[src/rtl/pio_dec_pkg.sv]
// Shared types and window numbering for the disk register address decoder.
package pio_dec_pkg;
    typedef enum logic [1:0] {
        RC_CMD  = 2'd0,
        RC_CTRL = 2'd1,
        RC_BM   = 2'd2,
        RC_NONE = 2'd3
    } reg_class_t;

    typedef enum logic [1:0] {
        SZ_8   = 2'd0,
        SZ_16  = 2'd1,
        SZ_32  = 2'd2,
        SZ_BAD = 2'd3
    } acc_size_t;

    localparam int NWIN      = 5;
    localparam int WIN_PCMD  = 0;
    localparam int WIN_PCTL  = 1;
    localparam int WIN_SCMD  = 2;
    localparam int WIN_SCTL  = 3;
    localparam int WIN_BM    = 4;
endpackage

[src/rtl/pio_win_cmp.sv]
// Single window comparator: flags base <= addr < base+SIZE and gives the
// offset. Assumes SIZE fits in AW bits; the sum is widened so it cannot wrap.
module pio_win_cmp #(
    parameter int AW   = 16,
    parameter int SIZE = 8
) (
    input  logic [AW-1:0] addr,
    input  logic [AW-1:0] base,
    output logic          hit,
    output logic [AW-1:0] offset
);
    localparam logic [AW:0] SIZE_W = (AW+1)'(SIZE);

    logic [AW:0] limit;

    // Range test against the widened upper bound.
    always_comb begin
        limit  = {1'b0, base} + SIZE_W;
        hit    = ({1'b0, addr} >= {1'b0, base}) && ({1'b0, addr} < limit);
        offset = addr - base;
    end
endmodule

[src/rtl/pio_base_regs.sv]
// Holds the five window bases. A write loads a base only when the value is
// nonzero; selectors beyond the last window are ignored.
module pio_base_regs
    import pio_dec_pkg::*;
#(
    parameter int                     AW        = 16,
    parameter logic [NWIN*AW-1:0]     RST_BASES = '0
) (
    input  logic                      clk,
    input  logic                      rst_n,
    input  logic                      wr,
    input  logic [2:0]                sel,
    input  logic [AW-1:0]             val,
    output logic [NWIN-1:0][AW-1:0]   bases
);
    // Base storage with nonzero-only update.
    always_ff @(posedge clk) begin
        if (!rst_n) begin
            bases <= RST_BASES;
        end else if (wr && (val != '0) && (int'(sel) < NWIN)) begin
            bases[sel] <= val;
        end
    end
endmodule

[src/rtl/pio_dev_select.sv]
// Per-channel master/slave select flags, updated by the decoder when a
// legal select-register write is accepted.
module pio_dev_select (
    input  logic       clk,
    input  logic       rst_n,
    input  logic       upd,
    input  logic       upd_chan,
    input  logic       upd_val,
    output logic [1:0] flags
);
    // Flag register per channel.
    always_ff @(posedge clk) begin
        if (!rst_n) begin
            flags <= 2'b00;
        end else if (upd) begin
            flags[upd_chan] <= upd_val;
        end
    end
endmodule

[src/rtl/pio_xfer_split.sv]
// Issues drive transfers. A wide request emits the low half in the cycle
// after start and the high half in the next; ready is low in between.
// Assumes start is only raised while ready is high.
module pio_xfer_split #(
    parameter int AW = 16
) (
    input  logic          clk,
    input  logic          rst_n,
    input  logic          start,
    input  logic          wide,
    input  logic          write,
    input  logic [1:0]    idx,
    input  logic [1:0]    cls,
    input  logic [AW-1:0] ofs,
    input  logic [31:0]   wdata,
    output logic          ready,
    output logic          drv_valid,
    output logic          drv_write,
    output logic [1:0]    drv_idx,
    output logic [1:0]    drv_class,
    output logic [AW-1:0] drv_offset,
    output logic [15:0]   drv_wdata,
    output logic          drv_hi
);
    logic        pending;
    logic [15:0] hi_data;

    // Transfer sequencer: first half on start, second half one cycle later.
    always_ff @(posedge clk) begin
        if (!rst_n) begin
            pending    <= 1'b0;
            hi_data    <= '0;
            drv_valid  <= 1'b0;
            drv_write  <= 1'b0;
            drv_idx    <= '0;
            drv_class  <= '0;
            drv_offset <= '0;
            drv_wdata  <= '0;
            drv_hi     <= 1'b0;
        end else begin
            drv_valid <= 1'b0;
            drv_hi    <= 1'b0;
            if (pending) begin
                drv_valid <= 1'b1;
                drv_hi    <= 1'b1;
                drv_wdata <= hi_data;
                pending   <= 1'b0;
            end else if (start) begin
                drv_valid  <= 1'b1;
                drv_write  <= write;
                drv_idx    <= idx;
                drv_class  <= cls;
                drv_offset <= ofs;
                drv_wdata  <= wdata[15:0];
                hi_data    <= wdata[31:16];
                pending    <= wide;
            end
        end
    end

    // New accesses wait while a second half is owed.
    assign ready = !pending;
endmodule

[src/rtl/pio_window_decoder.sv]
// Top of the two-channel disk register address decoder. Decodes accepted
// accesses against five prioritised windows, tracks the device-select flags
// and drives the transfer sequencer. Assumes acc_valid is only raised while
// acc_ready is high.
module pio_window_decoder
    import pio_dec_pkg::*;
#(
    parameter int            AW         = 16,
    parameter int            CMD_SIZE   = 8,
    parameter int            CTRL_SIZE  = 4,
    parameter int            BM_SIZE    = 16,
    parameter int            BM_CH1_OFS = 8,
    parameter int            DATA_OFS   = 0,
    parameter int            SEL_OFS    = 6,
    parameter int            DEV_BIT    = 4,
    parameter logic [AW-1:0] RST_PCMD   = AW'(16'h01F0),
    parameter logic [AW-1:0] RST_PCTL   = AW'(16'h03F4),
    parameter logic [AW-1:0] RST_SCMD   = AW'(16'h0170),
    parameter logic [AW-1:0] RST_SCTL   = AW'(16'h0374),
    parameter logic [AW-1:0] RST_BM     = AW'(16'hC000)
) (
    input  logic          clk,
    input  logic          rst_n,
    input  logic          io_en,
    input  logic          base_wr,
    input  logic [2:0]    base_sel,
    input  logic [AW-1:0] base_val,
    input  logic          acc_valid,
    input  logic          acc_write,
    input  logic [1:0]    acc_size,
    input  logic [AW-1:0] acc_addr,
    input  logic [31:0]   acc_wdata,
    input  logic [3:0]    drive_present,
    output logic          acc_ready,
    output logic          rsp_valid,
    output logic [1:0]    rsp_class,
    output logic          rsp_chan,
    output logic [AW-1:0] rsp_offset,
    output logic          decode_err,
    output logic          size_err,
    output logic [1:0]    sel_flags,
    output logic          drv_valid,
    output logic          drv_write,
    output logic [1:0]    drv_idx,
    output logic [1:0]    drv_class,
    output logic [AW-1:0] drv_offset,
    output logic [15:0]   drv_wdata,
    output logic          drv_hi
);
    localparam logic [NWIN*AW-1:0] RST_BASES = {RST_BM, RST_SCTL, RST_SCMD, RST_PCTL, RST_PCMD};
    localparam int WSIZE [NWIN] = '{CMD_SIZE, CTRL_SIZE, CMD_SIZE, CTRL_SIZE, BM_SIZE};
    localparam logic [AW-1:0] DATA_O  = AW'(DATA_OFS);
    localparam logic [AW-1:0] SEL_O   = AW'(SEL_OFS);
    localparam logic [AW-1:0] SPLIT_O = AW'(BM_CH1_OFS);

    logic [NWIN-1:0][AW-1:0] bases;
    logic [NWIN-1:0]         hit;
    logic [NWIN-1:0][AW-1:0] win_ofs;

    logic          any_hit;
    logic [2:0]    win_idx;
    reg_class_t    cls;
    logic          chan;
    logic [AW-1:0] ofs;
    logic          size_ok;
    logic          take;
    logic          sel_upd;
    logic          flag_eff;
    logic [1:0]    idx;
    logic          start;
    logic          wide;

    pio_base_regs #(.AW(AW), .RST_BASES(RST_BASES)) u_bases (
        .clk   (clk),
        .rst_n (rst_n),
        .wr    (base_wr),
        .sel   (base_sel),
        .val   (base_val),
        .bases (bases)
    );

    for (genvar g = 0; g < NWIN; g++) begin : g_win
        pio_win_cmp #(.AW(AW), .SIZE(WSIZE[g])) u_cmp (
            .addr   (acc_addr),
            .base   (bases[g]),
            .hit    (hit[g]),
            .offset (win_ofs[g])
        );
    end

    // Priority pick: the lowest numbered matching window wins.
    always_comb begin
        win_idx = 3'd0;
        any_hit = 1'b0;
        for (int i = NWIN - 1; i >= 0; i--) begin
            if (hit[i]) begin
                win_idx = 3'(i);
                any_hit = 1'b1;
            end
        end
    end

    // Class, channel and offset of the selected window.
    always_comb begin
        ofs  = win_ofs[win_idx];
        cls  = RC_NONE;
        chan = 1'b0;
        if (any_hit) begin
            case (int'(win_idx))
                WIN_PCMD: begin cls = RC_CMD;  chan = 1'b0; end
                WIN_PCTL: begin cls = RC_CTRL; chan = 1'b0; end
                WIN_SCMD: begin cls = RC_CMD;  chan = 1'b1; end
                WIN_SCTL: begin cls = RC_CTRL; chan = 1'b1; end
                default:  begin cls = RC_BM;   chan = (ofs >= SPLIT_O); end
            endcase
        end
    end

    // Width legality per register class.
    always_comb begin
        case (cls)
            RC_CMD:  size_ok = (ofs == DATA_O) ? (acc_size == SZ_16 || acc_size == SZ_32)
                                               : (acc_size == SZ_8);
            RC_CTRL: size_ok = (acc_size == SZ_8);
            RC_BM:   size_ok = (acc_size != SZ_BAD);
            default: size_ok = 1'b0;
        endcase
    end

    // Acceptance, select update and transfer start.
    always_comb begin
        take     = acc_valid && acc_ready && io_en;
        sel_upd  = take && any_hit && (cls == RC_CMD) && (ofs == SEL_O) && acc_write && size_ok;
        flag_eff = sel_upd ? acc_wdata[DEV_BIT] : sel_flags[chan];
        idx      = {chan, flag_eff};
        start    = take && any_hit && size_ok && (cls != RC_BM) && drive_present[idx];
        wide     = (cls == RC_CMD) && (ofs == DATA_O) && (acc_size == SZ_32);
    end

    pio_dev_select u_sel (
        .clk      (clk),
        .rst_n    (rst_n),
        .upd      (sel_upd),
        .upd_chan (chan),
        .upd_val  (acc_wdata[DEV_BIT]),
        .flags    (sel_flags)
    );

    pio_xfer_split #(.AW(AW)) u_split (
        .clk        (clk),
        .rst_n      (rst_n),
        .start      (start),
        .wide       (wide),
        .write      (acc_write),
        .idx        (idx),
        .cls        (cls),
        .ofs        (ofs),
        .wdata      (acc_wdata),
        .ready      (acc_ready),
        .drv_valid  (drv_valid),
        .drv_write  (drv_write),
        .drv_idx    (drv_idx),
        .drv_class  (drv_class),
        .drv_offset (drv_offset),
        .drv_wdata  (drv_wdata),
        .drv_hi     (drv_hi)
    );

    // Response register: one pulse per accepted enabled access.
    always_ff @(posedge clk) begin
        if (!rst_n) begin
            rsp_valid  <= 1'b0;
            rsp_class  <= RC_CMD;
            rsp_chan   <= 1'b0;
            rsp_offset <= '0;
            decode_err <= 1'b0;
            size_err   <= 1'b0;
        end else begin
            rsp_valid  <= take;
            decode_err <= take && !any_hit;
            size_err   <= take && any_hit && !size_ok;
            if (take) begin
                rsp_class  <= cls;
                rsp_chan   <= chan;
                rsp_offset <= any_hit ? ofs : '0;
            end
        end
    end
endmodule

[config.mk]
export PLATFORM = sky130hd
export DESIGN_NAME = pio_window_decoder
export DESIGN_NICKNAME = d
export VERILOG_FILES = /design/src/rtl/pio_dec_pkg.sv /design/src/rtl/pio_win_cmp.sv /design/src/rtl/pio_base_regs.sv /design/src/rtl/pio_dev_select.sv /design/src/rtl/pio_xfer_split.sv /design/src/rtl/pio_window_decoder.sv
export SDC_FILE = /design/constraint.sdc
export NUM_CORES = 1
export LEC_CHECK = 0
export ABC_AREA = 1
export BUFFER_PORTS_ARGS = -buffer_cell sky130_fd_sc_hd__clkbuf_2
export CAP_MARGIN = 20
export CELL_PAD_IN_SITES_DETAIL_PLACEMENT = 0
export CELL_PAD_IN_SITES_GLOBAL_PLACEMENT = 1
export CORE_MARGIN = 3
export CORE_UTILIZATION = 44
export CTS_BUF_LIST = sky130_fd_sc_hd__clkbuf_2
export DETAILED_ROUTE_END_ITERATION = 10
export PLACE_DENSITY = 0.81
export SYNTH_ARGS = -nofsm -noshare
export SYNTH_HDL_FRONTEND = slang
export SYNTH_HIERARCHICAL = 1
export SYNTH_SLANG_ARGS = --single-unit
[constraint.sdc]
create_clock -name clk -period 5.7 [get_ports clk]
set_clock_uncertainty 0.1 [all_clocks]
set_input_delay 0.57 -clock clk [delete_from_list [all_inputs] [get_ports clk]]
set_output_delay 0.57 -clock clk [all_outputs]
set_load 0.05 [all_outputs]
-- Yosys cells after proc, flatten, opt, wreduce, memory -nomap -nowiden
Cells that the tools add are included.
- output and inout port bits: 64
- bits of input ports: 79
- register bits after elaboration: 160
- logic and storage cells: 136
- $add $sub $neg: 10
- mux-type cells: 35
- reduce and logical (&&, ||, !) cells: 39
- bitwise operators: 3
- magnitude comparators: 18
- eq/ne operators: 10
- operators with widths (kind ; number):
    $lt A16 B17 Y1 ; 5
    $bwmux W80 ; 1
    $ge A16 B16 Y1 ; 5
    $mux W16 ; 5
    $sub A16 B16 Y16 ; 5
    $bmux W16 S3 ; 1
    $demux W16 S3 ; 1
    $add A16 B3 Y17 const B ; 2
    $add A16 B4 Y17 const B ; 2
    $logic_and A1 B1 Y1 ; 23
    $add A16 B5 Y17 const B ; 1
    $eq A16 B3 Y1 const B ; 1
    $ge A16 B4 Y1 const B ; 1
    $logic_not A16 Y1 ; 1
    $reduce_bool A16 Y1 ; 1
    $mux W1 ; 15
    $mux W3 ; 5
    $lt A3 B4 Y1 const B ; 2
    $reduce_or A2 Y1 ; 4
    $eq A3 B2 Y1 const B ; 2
    $eq A2 B1 Y1 const B ; 2
    $eq A2 B2 Y1 const B ; 2
    $logic_not A2 Y1 ; 2
    $ne A2 B2 Y1 const B ; 2
    20 further kinds ; 24

-- Logic depth before layout (Yosys ltp)
Gate-level depths: netlist (run 1).
- depth after elaboration: 23
- depth in mapped cells: 45
- gate-level depth less buffers: 42

-- Modules after synthesis
Netlist (run 1), hierarchy kept.
- by module, submodules not included (module ; area an instance (um2) ; cells an instance ; sequential area each (um2) ; times used):
    pio_base_regs ; 3772.4 ; 572 ; 1601.5 ; 1
    pio_window_decoder ; 2184.6 ; 407 ; 440.4 ; 1
    pio_xfer_split ; 2172.1 ; 292 ; 1121.1 ; 1
    pio_win_cmp at g_win[1].u_cmp ; 1596.5 ; 283 ; 0.0 ; 1
    pio_win_cmp at g_win[3].u_cmp ; 1584.0 ; 265 ; 0.0 ; 1
    pio_win_cmp at g_win[2].u_cmp ; 1582.8 ; 254 ; 0.0 ; 1
    pio_win_cmp at g_win[0].u_cmp ; 1542.7 ; 254 ; 0.0 ; 1
    pio_win_cmp at g_win[4].u_cmp ; 1522.7 ; 258 ; 0.0 ; 1
    pio_dev_select ; 87.6 ; 12 ; 40.0 ; 1

-- Worst setup path after synthesis (run 1)
Ideal clock, no wire load.
- path type: register to register
- start: register u_bases/bases[50] (netlist name)
- end: register u_split.drv_idx[1]
- stages on the path, launching flop included: 41
- data arrival time: 4444 ps
- slack: 1042 ps
- library setup time: 114 ps
- path buffers: 3
- data required time: 5486 ps
- clock period less this slack: 4658 ps
- path through: dfxtp_1 -> ha_1 -> nand3_2 -> nor3_4 -> nand3_2 -> nor2_1 -> nand3_1 -> nand2_1 -> nand2_1 -> ha_1 -> a21o_1 -> a21oi_1 -> o21bai_1 -> nand2_1 -> a21oi_2 -> inv_1 -> nor2_4 -> nand2_2 -> [... 5 more ...] -> nand2_1 -> nor2_4 -> nand2_1 -> nand2_1 -> nand3_1 -> nand2_2 -> nand3_1 -> nand2_1 -> nand2_1 -> nand2_1 -> nor2_1 -> nor2_1 -> buf_2 -> nand2_4 -> buf_6 -> buf_6 -> o21ai_1 -> nor2_1
- elaborated cells between the ends (all ways): 50
- those cells by class: add/sub (2); order compare (3); eq/ne (7); mux (21); reduce/logical (17)
- RTL lines (item ; line ; text):
    from (decl) ; pio_base_regs.sv:14 ; output logic [NWIN-1:0][AW-1:0] bases
    from (signal, indexed assignment) ; pio_base_regs.sv:21 ; bases[sel] <= val;
    $add A16 B3 Y17 ; pio_win_cmp.sv:18 ; limit = {1'b0, base} + SIZE_W;
    $lt A16 B17 Y1 ; pio_win_cmp.sv:19 ; hit = ({1'b0, addr} >= {1'b0, base}) && ({1'b0, addr} < limit);
    $logic_and A1 B1 Y1 * ; pio_win_cmp.sv:19 ;
    via hit[3] ; pio_window_decoder.sv:57 ; logic [NWIN-1:0] hit;
    $mux W3 * (4 in series) ; pio_window_decoder.sv:96 ; if (hit[i]) begin
    $bmux W16 S3 * ; pio_window_decoder.sv:105 ; ofs = win_ofs[win_idx];
    $mux W16 (not written as such) * ; pio_window_decoder.sv:105 ;
    via ofs[9] ; pio_window_decoder.sv:64 ; logic [AW-1:0] ofs;
    [... 2 more ...] ; n/a ;
    $mux W1 ; pio_window_decoder.sv:108 ; if (any_hit) begin
    $mux W1 (not written as such) (2 in series) ; pio_window_decoder.sv:134 ; flag_eff = sel_upd ? acc_wdata[DEV_BIT] : sel_flags[chan];
    $mux W1 ; pio_window_decoder.sv:134 ;
    $bmux W1 S2 ; pio_window_decoder.sv:136 ; start = take && any_hit && size_ok && (cls != RC_BM) && drive_present[idx];
    $mux W1 (not written as such) ; pio_window_decoder.sv:136 ;
    $logic_and A1 B1 Y1 * ; pio_window_decoder.sv:136 ;
    via start ; pio_window_decoder.sv:70 ; logic start;
    $reduce_and A2 Y1 (no line) * ; n/a ;
    to (signal assigned) ; pio_xfer_split.sv:51 ; drv_idx <= idx;
    to (decl) ; pio_xfer_split.sv:19 ; output logic [1:0] drv_idx,
The timed path passes the listed nets; every way through them passes the cells marked *. The select of a mux whose other input is x is not followed.
A chain may end at the register's enable or synchronous reset.

-- Worst setup path after layout (run 1)
- start: register u_bases/bases[50] (netlist name)
- end: register u_split.hi_data[12]
- elaborated cells between the ends (all ways): 50
- those cells by class: add/sub (2); order compare (3); eq/ne (7); mux (21); reduce/logical (17)
- RTL lines (item ; line ; text):
    $add A16 B3 Y17 ; pio_win_cmp.sv:18 ;
    $lt A16 B17 Y1 ; pio_win_cmp.sv:19 ;
    $logic_and A1 B1 Y1 * ; pio_win_cmp.sv:19 ;
    via hit[3] ; pio_window_decoder.sv:57 ;
    $mux W3 * (4 in series) ; pio_window_decoder.sv:96 ;
    $bmux W16 S3 * ; pio_window_decoder.sv:105 ;
    $mux W16 (not written as such) * ; pio_window_decoder.sv:105 ;
    via ofs[8] ; pio_window_decoder.sv:64 ;
    [... 2 more ...] ; n/a ;
    $mux W1 ; pio_window_decoder.sv:108 ;
    $mux W1 (not written as such) (2 in series) ; pio_window_decoder.sv:134 ;
    $mux W1 ; pio_window_decoder.sv:134 ;
    $bmux W1 S2 ; pio_window_decoder.sv:136 ;
    $mux W1 (not written as such) ; pio_window_decoder.sv:136 ;
    $logic_and A1 B1 Y1 * ; pio_window_decoder.sv:136 ;
    via start ; pio_window_decoder.sv:70 ;
    $reduce_and A2 Y1 (no line) * ; n/a ;
    to (signal assigned) ; pio_xfer_split.sv:55 ; hi_data <= wdata[31:16];
    to (decl) ; pio_xfer_split.sv:26 ; logic [15:0] hi_data;
Marks and branches as above.

==> flow_summary.json, run 1 <==
{
  "outcome": "complete, no violations",
  "ys_warn_count": 6,
  "die_w_um": 197,
  "antenna_found_initial": 2,
  "peakVddDrop_mv": 0.141,
  "die_area_mm2": 0.0388,
  "drive_gt1_share_pct": 14.6,
  "grt_max_degree": 90,
  "drt_iter0_markers": 972,
  "leakage_nw": 9.63,
  "grt_use_total_pct": 27.9,
  "ys_ff_latch": 160,
  "placedCellCount": 3162,
  "path_max_fanout": 24,
  "grt_pass1_vias": 15365,
  "start_util_pct": 44.9,
  "ys_async_sr_fraction_pct": 0,
  "fin_crit_ns": 5.29,
  "dp_hpwl_mm": 44.1,
  "synth.avg_cell_area_um2": 6.18,
  "fin_nets": 3022,
  "synth-compound-area-share_pct": 8.36,
  "netlist_top_cells_count": "677 x nand2_1, 433 x inv_1, 287 x nor2_1",
  "clk-insertion-delay-late_ns": 0.80,
  "firstDrtPassIters": 5,
  "yosysMostFrequentCell": "nand2_1",
  "clock_path_buffers": 2,
  "worst_pin_slew_ns": 1.04,
  "grt-ovfl-total": 0,
  "syn_nets": 2838,
  "setup_viol": 0,
  "viasPerCell": 5.08,
  "grt_pass1_wl_mm": 85.1,
  "critical-path-max-stage-delay_ns": 0.40,
  "synthDistinctLibCells": 54,
  "cp-end-kind": "flop",
  "area_delta_synth_final_pct": 13.2,
  "rrSetupSlack_ns": 0.41,
  "ff2ff_path_depth": 41,
  "antenna_left": 0,
  "hold_viol": 0,
  "yosysSeqAreaShare_pct": 20.0,
  "p_total_mw": 3.12,
  "crit_start": "u_bases/bases[50]$_SDFFE_PN1P_",
  "vias": 16555,
  "synthMuxAreaShare_pct": 0,
  "drc": 0,
  "synth_top_flop_cell": "dfxtp_1",
  "synthXorXnorAreaFrac_pct": 4.97,
  "layoutNonFillerInstCount": 3256,
  "gp_congestion": 0.927,
  "die_y_um": 197,
  "wl_per_cell_um": 16.8,
  "wirelength_mm": 54.6,
  "synthAdderAreaFrac_pct": 12.9,
  "numCtsBuffers": 17,
  "startpoint_type": "flop",
  "cts_tree": "yes",
  "worstPathArrival_ns": 5.92,
  "p_per_area_mw_per_mm2": 172,
  "fin_util_pct": 50.8,
  "root_buffer": "clkbuf_2",
  "regToRegEndpoint": "u_split/hi_data[12]$_SDFFE_PN0P_",
  "ioPinCount": 143,
  "hold_path_depth": 4,
  "portBuffers": 142,
  "core_area_mm2": 0.0357,
  "path_clk_slew_ns": 0.23,
  "crit_path_end": "u_split/hi_data[12]$_SDFFE_PN0P_",
  "crit_slowest_cell": "dfxtp_4",
  "synthSimpleGateAreaFrac_pct": 40.2,
  "htree_levels": 4,
  "synth_cells": 2597,
  "drv_cap": 0,
  "clock.fmax_mhz": 189,
  "ys_top_cells_by_area": "dfxtp_1 20%, nand2_1 16%, ha_1 12%",
  "timing.slew.headroom_pct": 30.4,
  "holdCritStartpoint": "base_wr",
  "period_share_pct": 92.8,
  "reg2reg_from": "u_bases/bases[50]$_SDFFE_PN1P_",
  "slew_viol_final": 0,
  "synth_top_area_cell": "dfxtp_1",
  "criticalPathCategory": "flop to flop",
  "hold_ws_ns": 0.128,
  "synth_top_area_share_pct": 20.0,
  "synth_top_family_by_area": "simple AND/OR/NAND/NOR gates",
  "critPathMostFrequentCell": "nand2_1",
  "rows": 69,
  "hold_class": "primary input to flop",
  "clock_sinks": 160,
  "cp_data_required_time_ns": 6.33,
  "synth_edf_count": 0,
  "synth_area_mm2": 0.0160
}
-- layer usage --
layer / vias up / global-route usage [%] / wire length (µm)
met3: 58 / 4.29 / 3060
li1: 8596 / - / -
met2: 415 / 43.8 / 23900
met4: 0 / 7.84 / 1300
met5: - / 0 / 0
met1: 7486 / 39.9 / 26300
-- worst min-delay path by stage --
stage / to / slack [ns]
after global routing: u_bases/bases[57]$_SDFFE_PN1P_ / 0.04
after floorplan: u_bases/bases[79]$_SDFFE_PN1P_ / 0.35
after detailed placement: rsp_offset[11]$_SDFFE_PN0P_ / 0.36
after CTS: u_bases/bases[25]$_SDFFE_PN1P_ / 0.02
final: u_bases/bases[23]$_SDFFE_PN1P_ / 0.13
after global placement: rsp_offset[2]$_SDFFE_PN0P_ / 0.36
-- cell usage in the layout, fill, tap and decap left out, types with 4 or more instances in the layout --
cell / n
nand2_1: 671
inv_1: 432
nor2_1: 279
nand3_1: 232
clkbuf_2: 159
ha_1: 156
dfxtp_1: 140
nand4_1: 94
a21oi_1: 80
xor2_1: 74
buf_4: 50
dlygate4sd3_1: 44
o21ai_1: 39
nor3_1: 31
nand2_2: 29
inv_2: 27
o21ai_0: 27
nor2_2: 22
xnor2_1: 17
a21o_1: 16
dfxtp_2: 16
o21bai_1: 15
nand3_2: 15
nor2_4: 13
a21oi_2: 13
nand3b_1: 9
clkinvlp_4: 6
nor3_2: 6
o21a_1: 6
o21ai_2: 5
nor3_4: 5
fa_1: 5
buf_12: 4
dfxtp_4: 4
-- through the flow --
stage	setup WS (ns)	setup TNS, ns	cell area (µm²)
5_1_grt	-0.00770	-0.0188	18200
6_report	0.408	0	18200
2_1_floorplan	1.04	0	16000
3_3_place_gp	0.0578	0	17200
3_5_place_dp	0.0499	0	17200
4_1_cts	0.00698	0	17900
-- final cells by class --
cell class / count / area (µm²)
diodes: 2 / 5.00
inverters: 463 / 1750
well taps: 461 / 577
multi-input cells: 1896 / 10700
repair buffers: 243 / 1650
clock inverters: 13 / 114
flip-flops and latches: 160 / 3240
fillers: 3790 / 17600
clock buffers: 18 / 90.1
-- worst max-delay path, delay by kind of cell, from the launching register on --
family,cells,cell delay [ns]
adder cells (fa/ha/maj),2,0.50
flip-flops,1,0.40
AND/OR/NAND/NOR,30,2.94
AO/OA/AOI/OAI,5,0.75
buffers and inverters,4,0.53
-- sequential cells by signal, summed over array words and instances (netlist names), 2 cells and up --
register,count
u_split/drv_wdata,16
u_split/drv_idx,2
u_split/hi_data,16
u_split/drv_offset,16
rsp_offset,16
u_bases/bases,80
rsp_class,2
u_split/drv_class,2
u_sel/flags,2
-- where the power goes --
group	leakage (nW)	internal, mW	switching [mW]
Combinational	8.22	0.442	0.890
Clock	0.110	0.156	0.430
Sequential	1.29	1.16	0.0401
Total	9.63	1.76	1.36
-- timing repair --
item	4_1_cts	5_1_grt
setup buffers	0	16
gates resized for setup	0	57
hold endpoints to repair	47	1
endpoints found under the setup margin	0	55
hold buffers	42	2
-- kinds of logic after synthesis --
group                    after synthesis
AND/OR/NAND/NOR                     1424
buffers and inverters                541
AO/OA/AOI/OAI                        219
adder cells (fa/ha/maj)              162
flip-flops                           160
XOR/XNOR                              91
No activity file was read; power rests on OpenSTA's default activity.
==> run 2, diff against run 1 <==
ABC_AREA = 0   (was 1)
CORE_UTILIZATION = 47   (was 44)
PLACE_DENSITY = 0.82   (was 0.81)
==> run 2 against run 1 <==
  * The flow now finishes with violations (negative setup slack)
  * First-iteration DRC count is 7.2% higher
  * Routed wire length fell by 2.0%
  * Non-clock buffer count rose by 270
  * Fmax fell by 10%
  * Combinational power up 5%
  * Core utilization is 13 points higher
  * Hold slack got worse by 0.030 ns
  * Critical endpoint is now u_split/hi_data[11]$_SDFFE_PN0P_
==> flow_summary.json, run 2 <==
{
  "cp_data_required_time_ns": 6.38,
  "final_cell_mix": "301 x buf_4, 246 x nand2_1, 159 x clkbuf_2, 157 x ha_1, 152 x dfxtp_1",
  "wl_per_cell_um": 20.0,
  "grt_max_degree": 98,
  "worst_pin_slew_ns": 1.06,
  "die_area_mm2": 0.0333,
  "setup_viol": 54,
  "synth_top_flop_cell": "dfxtp_1",
  "synth_cells": 1808,
  "ys_top_cells_by_area": "dfxtp_1 22%, ha_1 13%, mux2i_1 7.3%",
  "vias": 15116,
  "p_per_area_mw_per_mm2": 167,
  "area_delta_synth_final_pct": 31.1,
  "hold_viol": 0,
  "htree_levels": 4,
  "start_util_pct": 48.5,
  "peakVddDrop_mv": 0.152,
  "antenna_found_initial": 1,
  "core_area_mm2": 0.0301,
  "p_total_mw": 3.21,
  "dp_hpwl_mm": 42.9,
  "drive_gt1_share_pct": 28.2,
  "die_w_um": 182,
  "syn_nets": 2049,
  "synthDistinctLibCells": 108,
  "p_int_mw": 1.97,
  "fin_crit_ns": 5.89,
  "ys_ff_latch": 160,
  "grt-ovfl-total": 0,
  "seq_power_share_pct": 36.7,
  "startpoint_type": "flop",
  "antenna_left": 0,
  "synth_area_mm2": 0.0146,
  "die_y_um": 182,
  "outcome": "finished with violations",
  "clock.fmax_mhz": 170,
  "ys_async_sr_fraction_pct": 0,
  "synth_top_area_cell": "dfxtp_1",
  "viasPerCell": 5.65,
  "slew_viol_final": 0,
  "ioPinCount": 143,
  "cts_tree": "yes",
  "yosysSeqAreaShare_pct": 21.9,
  "netlist_top_cells_count": "249 x nand2_1, 160 x dfxtp_1, 157 x ha_1",
  "fin_area_mm2": 0.0192,
  "wirelength_mm": 53.5,
  "worstPathArrival_ns": 6.56,
  "mostFrequentLayoutCell": "buf_4",
  "synth_edf_count": 0,
  "largest_reg_flops": 80,
  "firstDrtPassIters": 5,
  "rows": 63,
  "cp-end-kind": "flop",
  "crit_slowest_cell": "or4_4",
  "hold_class": "primary input to flop",
  "gp_congestion": 1.02,
  "leakage_nw": 8.79,
  "synth_top_area_share_pct": 21.9,
  "timing.slew.headroom_pct": 28.8,
  "p_comb_share_pct": 43.6,
  "grt_pass1_wl_mm": 81.4,
  "switching_share_pct": 38.6,
  "ys_warn_count": 6,
  "grt_use_total_pct": 31.3,
  "numCtsBuffers": 17,
  "clk-insertion-delay-late_ns": 0.86,
  "root_buffer": "clkbuf_2",
  "clock_sinks": 160,
  "grt_pass1_vias": 14506,
  "violations": "negative setup slack",
  "period_share_pct": 103,
  "place_ws_ns": -0.395,
  "post_dp_cell_area_mm2": 0.0178,
  "p_clk_share_pct": 19.7,
  "largest-register": "u_bases/bases",
  "critical-path-max-stage-delay_ns": 0.53,
  "drv_cap": 0,
  "netSwitchingPower_mw": 1.24,
  "clock_path_buffers": 2,
  "criticalPathCategory": "flop to flop",
  "drc": 0,
  "fin_nets": 2512,
  "nFillCells": 2718,
  "path_max_fanout": 8,
  "fin_ws_ns": -0.189,
  "rsz0062_at_grt": "yes",
  "synth.avg_cell_area_um2": 8.08,
  "portBuffers": 142,
  "path_clk_slew_ns": 0.24,
  "drt_iter0_markers": 1042,
  "yosysMostFrequentCell": "nand2_1"
}
run 2: cell types whose count changed in the layout (fill, tap and decap cells not counted), sizes merged, moves of 42 or more:
cell    change
mux2i     +106
nor2      -224
xnor2      +73
a21boi     +42
nand4      -65
buf       +265
xor2       -54
nand3     -218
inv       -329
nand2     -444
nor2b      +54
run 2: what timing repair did:
item                                    CTS  global route
hold buffers                             49             0
pin swaps                                27            23
endpoints found under the hold margin    55             0
gates cloned                              3             0
endpoints found under the setup margin   56            57
setup buffers                            19             6
gates resized for setup                  57            41
run 2: area by class of cell:
type                    count  area, µm²  area share [%]
clock inverters            14        140           0.731
diodes                      1       2.50          0.0131
flip-flops and latches    160       3220            16.8
repair buffers            513       3820            20.0
clock buffers              18       90.1           0.470
multi-input cells        1443      10900            56.8
inverters                 136        520            2.72
well taps                 390        488            2.55
run 2: logic make-up (layout without fill, tap and decap cells):
logic type               count (synthesis)  count (layout)  share of synthesized area [%]
other                                    0               1                              0
XOR/XNOR                               110             110                           6.59
flip-flops                             160             160                           21.9
buffers and inverters                  205             681                           6.32
AND/OR/NAND/NOR                        617             617                           22.0
AO/OA/AOI/OAI                          447             447                           21.7
multiplexers                           107             107                           7.34
adder cells (fa/ha/maj)                162             162                           14.1
run 2: critical path, delay by kind of cell, from the launching register on:
kind                     cells  cell delay (ns)
AO/OA/AOI/OAI                6             1.14
XOR/XNOR                     1             0.07
adder cells (fa/ha/maj)      1             0.38
buffers and inverters        9             1.15
flip-flops                   1             0.39
multiplexers                 2             0.36
AND/OR/NAND/NOR             10             2.22
run 2: power by group through the flow:
stage / logic [mW] / registers, mW / clock network [mW]
2_1_floorplan: 0.667 / 1.26 / 0
3_3_place_gp: 1.25 / 1.20 / 0
3_5_place_dp: 1.27 / 1.20 / 0
4_1_cts: 1.35 / 1.18 / 0.647
5_1_grt: 1.49 / 1.18 / 0.687
6_report: 1.40 / 1.18 / 0.631
run 2: path summary, 6_finish.rpt:
path                            slack [ns]  depth (start not counted)                          endpoint                            start
worst max-delay path                 -0.19                         29  u_split/hi_data[11]$_SDFFE_PN0P_   u_bases/bases[52]$_SDFFE_PN1P_
worst min-delay path                   0.1                          3     u_bases/bases[3]$_SDFFE_PN0P_                      base_val[3]
worst max register to register       -0.19                         29  u_split/hi_data[11]$_SDFFE_PN0P_   u_bases/bases[52]$_SDFFE_PN1P_
worst min register to register        0.37                          2   u_split/hi_data[7]$_SDFFE_PN0P_  u_split/hi_data[7]$_SDFFE_PN0P_
run 2: per-stage QoR:
stage                     TNS [ns]  instances  hold slack, ns  util [%]
after floorplan                  0       1808           0.332         -
after global placement      -12.32       2567           0.338      59.0
after detailed placement    -18.19       2568           0.343      59.1
after CTS                    -2.42       2671         0.00968      63.0
after global routing        -18.40       2675          0.0225      63.7
final                        -6.36       2675          0.0981      63.7
run 2: layer usage:
layer	GRT usage, %	wire length (µm)
met4	12.4	2080
met1	41.9	24200
met5	0	0
met3	4.50	3040
met2	50.8	24200
==> run 3, diff against run 2 <==
==> constraint.sdc (replaced) <==
create_clock -name clk -period 5.7 [get_ports clk]
set_clock_uncertainty 0.1 [all_clocks]
set_input_delay 0.855 -clock clk [delete_from_list [all_inputs] [get_ports clk]]
set_output_delay 0.855 -clock clk [all_outputs]
set_load 0.05 [all_outputs]
==> run 3 against run 2 <==
  * The run still ends with negative setup slack left
  * Setup slack got worse by 0.021 ns
  * Die area unchanged
  * Critical path depth is 2 higher
  * Sequential cell count unchanged
  * Combinational power increased by 4%
  * Non-clock buffer count increased by 54
  * Count of clock-buffer cells in the layout rose by 3
  * Largest power group unchanged
  * Cell area up 3.2%
==> flow_summary.json, run 3 (same netlist as run 2, synthesis figures left out) <==
{
  "fin_util_pct": 65.7,
  "die_area_mm2": 0.0333,
  "outcome": "finished with violations",
  "grt_use_total_pct": 30.2,
  "grt-ovfl-total": 0,
  "viasPerCell": 5.57,
  "timing.slew.headroom_pct": 43.0,
  "fin_ws_ns": -0.210,
  "rsz0062_at_grt": "yes",
  "die_y_um": 182,
  "antenna_left": 0,
  "grt_pass1_wl_mm": 79.1,
  "worst_pin_slew_ns": 0.854,
  "leakage_nw": 9.16,
  "fin_crit_ns": 5.91,
  "die_w_um": 182,
  "hold_viol": 0,
  "firstDrtPassIters": 7,
  "largest-register": "u_bases/bases",
  "clock_sinks": 160,
  "startpoint_type": "flop",
  "grt_max_degree": 86,
  "ioPinCount": 143,
  "critPathMostFrequentCell": "buf_6",
  "clk-insertion-delay-late_ns": 0.81,
  "p_per_area_mw_per_mm2": 166,
  "numCtsBuffers": 17,
  "start_util_pct": 48.5,
  "area_delta_synth_final_pct": 35.3,
  "dp_hpwl_mm": 42.2,
  "drc": 0,
  "violations": "negative setup slack",
  "drt_iter0_markers": 1043,
  "reg2reg_from": "u_bases/bases[55]$_SDFFE_PN0P_",
  "clock_path_buffers": 2,
  "cp-end-kind": "flop",
  "slew_viol_final": 0,
  "core_area_mm2": 0.0301,
  "cts_tree": "yes",
  "vias": 15218,
  "critical-path-max-stage-delay_ns": 0.52,
  "crit_slowest_cell": "or4_4",
  "setup_viol": 54,
  "hold_class": "primary input to flop",
  "antenna_found_initial": 1,
  "mostFrequentLayoutCell": "buf_4",
  "path_clk_slew_ns": 0.22,
  "wirelength_mm": 52.0,
  "final_cell_mix": "397 x buf_4, 237 x nand2_1, 162 x clkbuf_2, 151 x ha_1, 150 x dfxtp_1",
  "peakVddDrop_mv": 0.155,
  "largest_reg_flops": 80,
  "period_share_pct": 104,
  "root_buffer": "clkbuf_2",
  "drv_cap": 0,
  "portBuffers": 142,
  "htree_levels": 4,
  "rows": 63,
  "drive_gt1_share_pct": 33.7,
  "fin_nets": 2566,
  "path_max_fanout": 5,
  "cp_data_required_time_ns": 6.33,
  "clock.fmax_mhz": 169,
  "fin_area_mm2": 0.0198,
  "post_dp_cell_area_mm2": 0.0185,
  "wl_per_cell_um": 19.1,
  "worstPathArrival_ns": 6.54,
  "criticalPathCategory": "flop to flop",
  "grt_pass1_vias": 14422,
  "crit_start": "u_bases/bases[55]$_SDFFE_PN0P_",
  "holdCritStartpoint": "acc_wdata[23]",
  "nFillCells": 2546,
  "gp_congestion": 0.984,
  "cts_hold_buffers": 0
}
-- run 3: cell count changes in the layout (fill, tap and decap cells not counted), sizes merged --
cell / delta
clkbuf: +5
clkinv: -1
dlygate4sd3: -49
diode: +1
bufinv: +1
inv: -3
buf: +101
-- run 3: final cells by class --
cell class / count / area, µm² / area share (%)
Clock inverter: 11 / 140 / 0.709
Timing Repair Buffer: 567 / 4180 / 21.1
Multi-Input combinational cell: 1443 / 11100 / 56.2
Inverter: 136 / 533 / 2.70
Tap cell: 390 / 488 / 2.47
Clock buffer: 21 / 105 / 0.531
Antenna cell: 2 / 5.00 / 0.0253
Sequential cell: 160 / 3220 / 16.3
-- run 3: metal layers --
layer / wire (µm) / up-vias / track usage, % / part of all wire [%]
met5: 0 / - / 0 / 0
met4: 2070 / 0 / 13.2 / 4.0
met3: 3710 / 117 / 6.32 / 7.1
met2: 22400 / 560 / 45.7 / 43
met1: 23900 / 7044 / 41.4 / 46
li1: - / 7497 / - / -
-- run 3: worst max-delay path, delay by kind of cell (launching register included) --
kind,cells,cell delay (ns)
flops,1,0.39
compound gates,8,1.03
buf+inv,10,1.29
xor+xnor,1,0.10
fa+ha+maj,1,0.30
simple gates,11,2.62
-- run 3: timing repair --
| item | CTS | global route |
|---|---|---|
| endpoints found under the setup margin | 55 | 56 |
| setup buffers | 24 | 18 |
| pin swaps | 30 | 49 |
| cloned | 3 | 2 |
| resized for setup | 61 | 89 |
-- run 3: power breakdown --
part / internal (mW) / leakage, nW / switching, mW
Combinational: 0.662 / 7.72 / 0.799
Clock: 0.248 / 0.147 / 0.400
Sequential: 1.15 / 1.29 / 0.0247
-- run 3: path summary, 6_finish.rpt --
check                                                   endpoint  slack [ns]  cells after the start
worst max-delay path                  u_split/pending$_SDFF_PP0_       -0.21                     31
worst min-delay path             u_split/hi_data[7]$_SDFFE_PN0P_        0.14                      3
worst min register to register  u_split/hi_data[13]$_SDFFE_PN0P_        0.37                      2
worst max register to register        u_split/pending$_SDFF_PP0_       -0.21                     31
-- run 3: stage by stage --
stage | total power [mW] | hold WS [ns] | worst slack, ns | std cells | TNS [ns]
after global routing | 3.46 | 0.0398 | -0.459 | 2729 | -21.67
after floorplan | 1.93 | 0.332 | -0.0488 | 1808 | -0.208
final | 3.29 | 0.144 | -0.210 | 2730 | -7.14
after CTS | 3.21 | 0.0557 | -0.188 | 2711 | -7.07
after detailed placement | 2.50 | 0.344 | -0.610 | 2653 | -29.37
after global placement | 2.48 | 0.339 | -0.562 | 2653 | -26.33
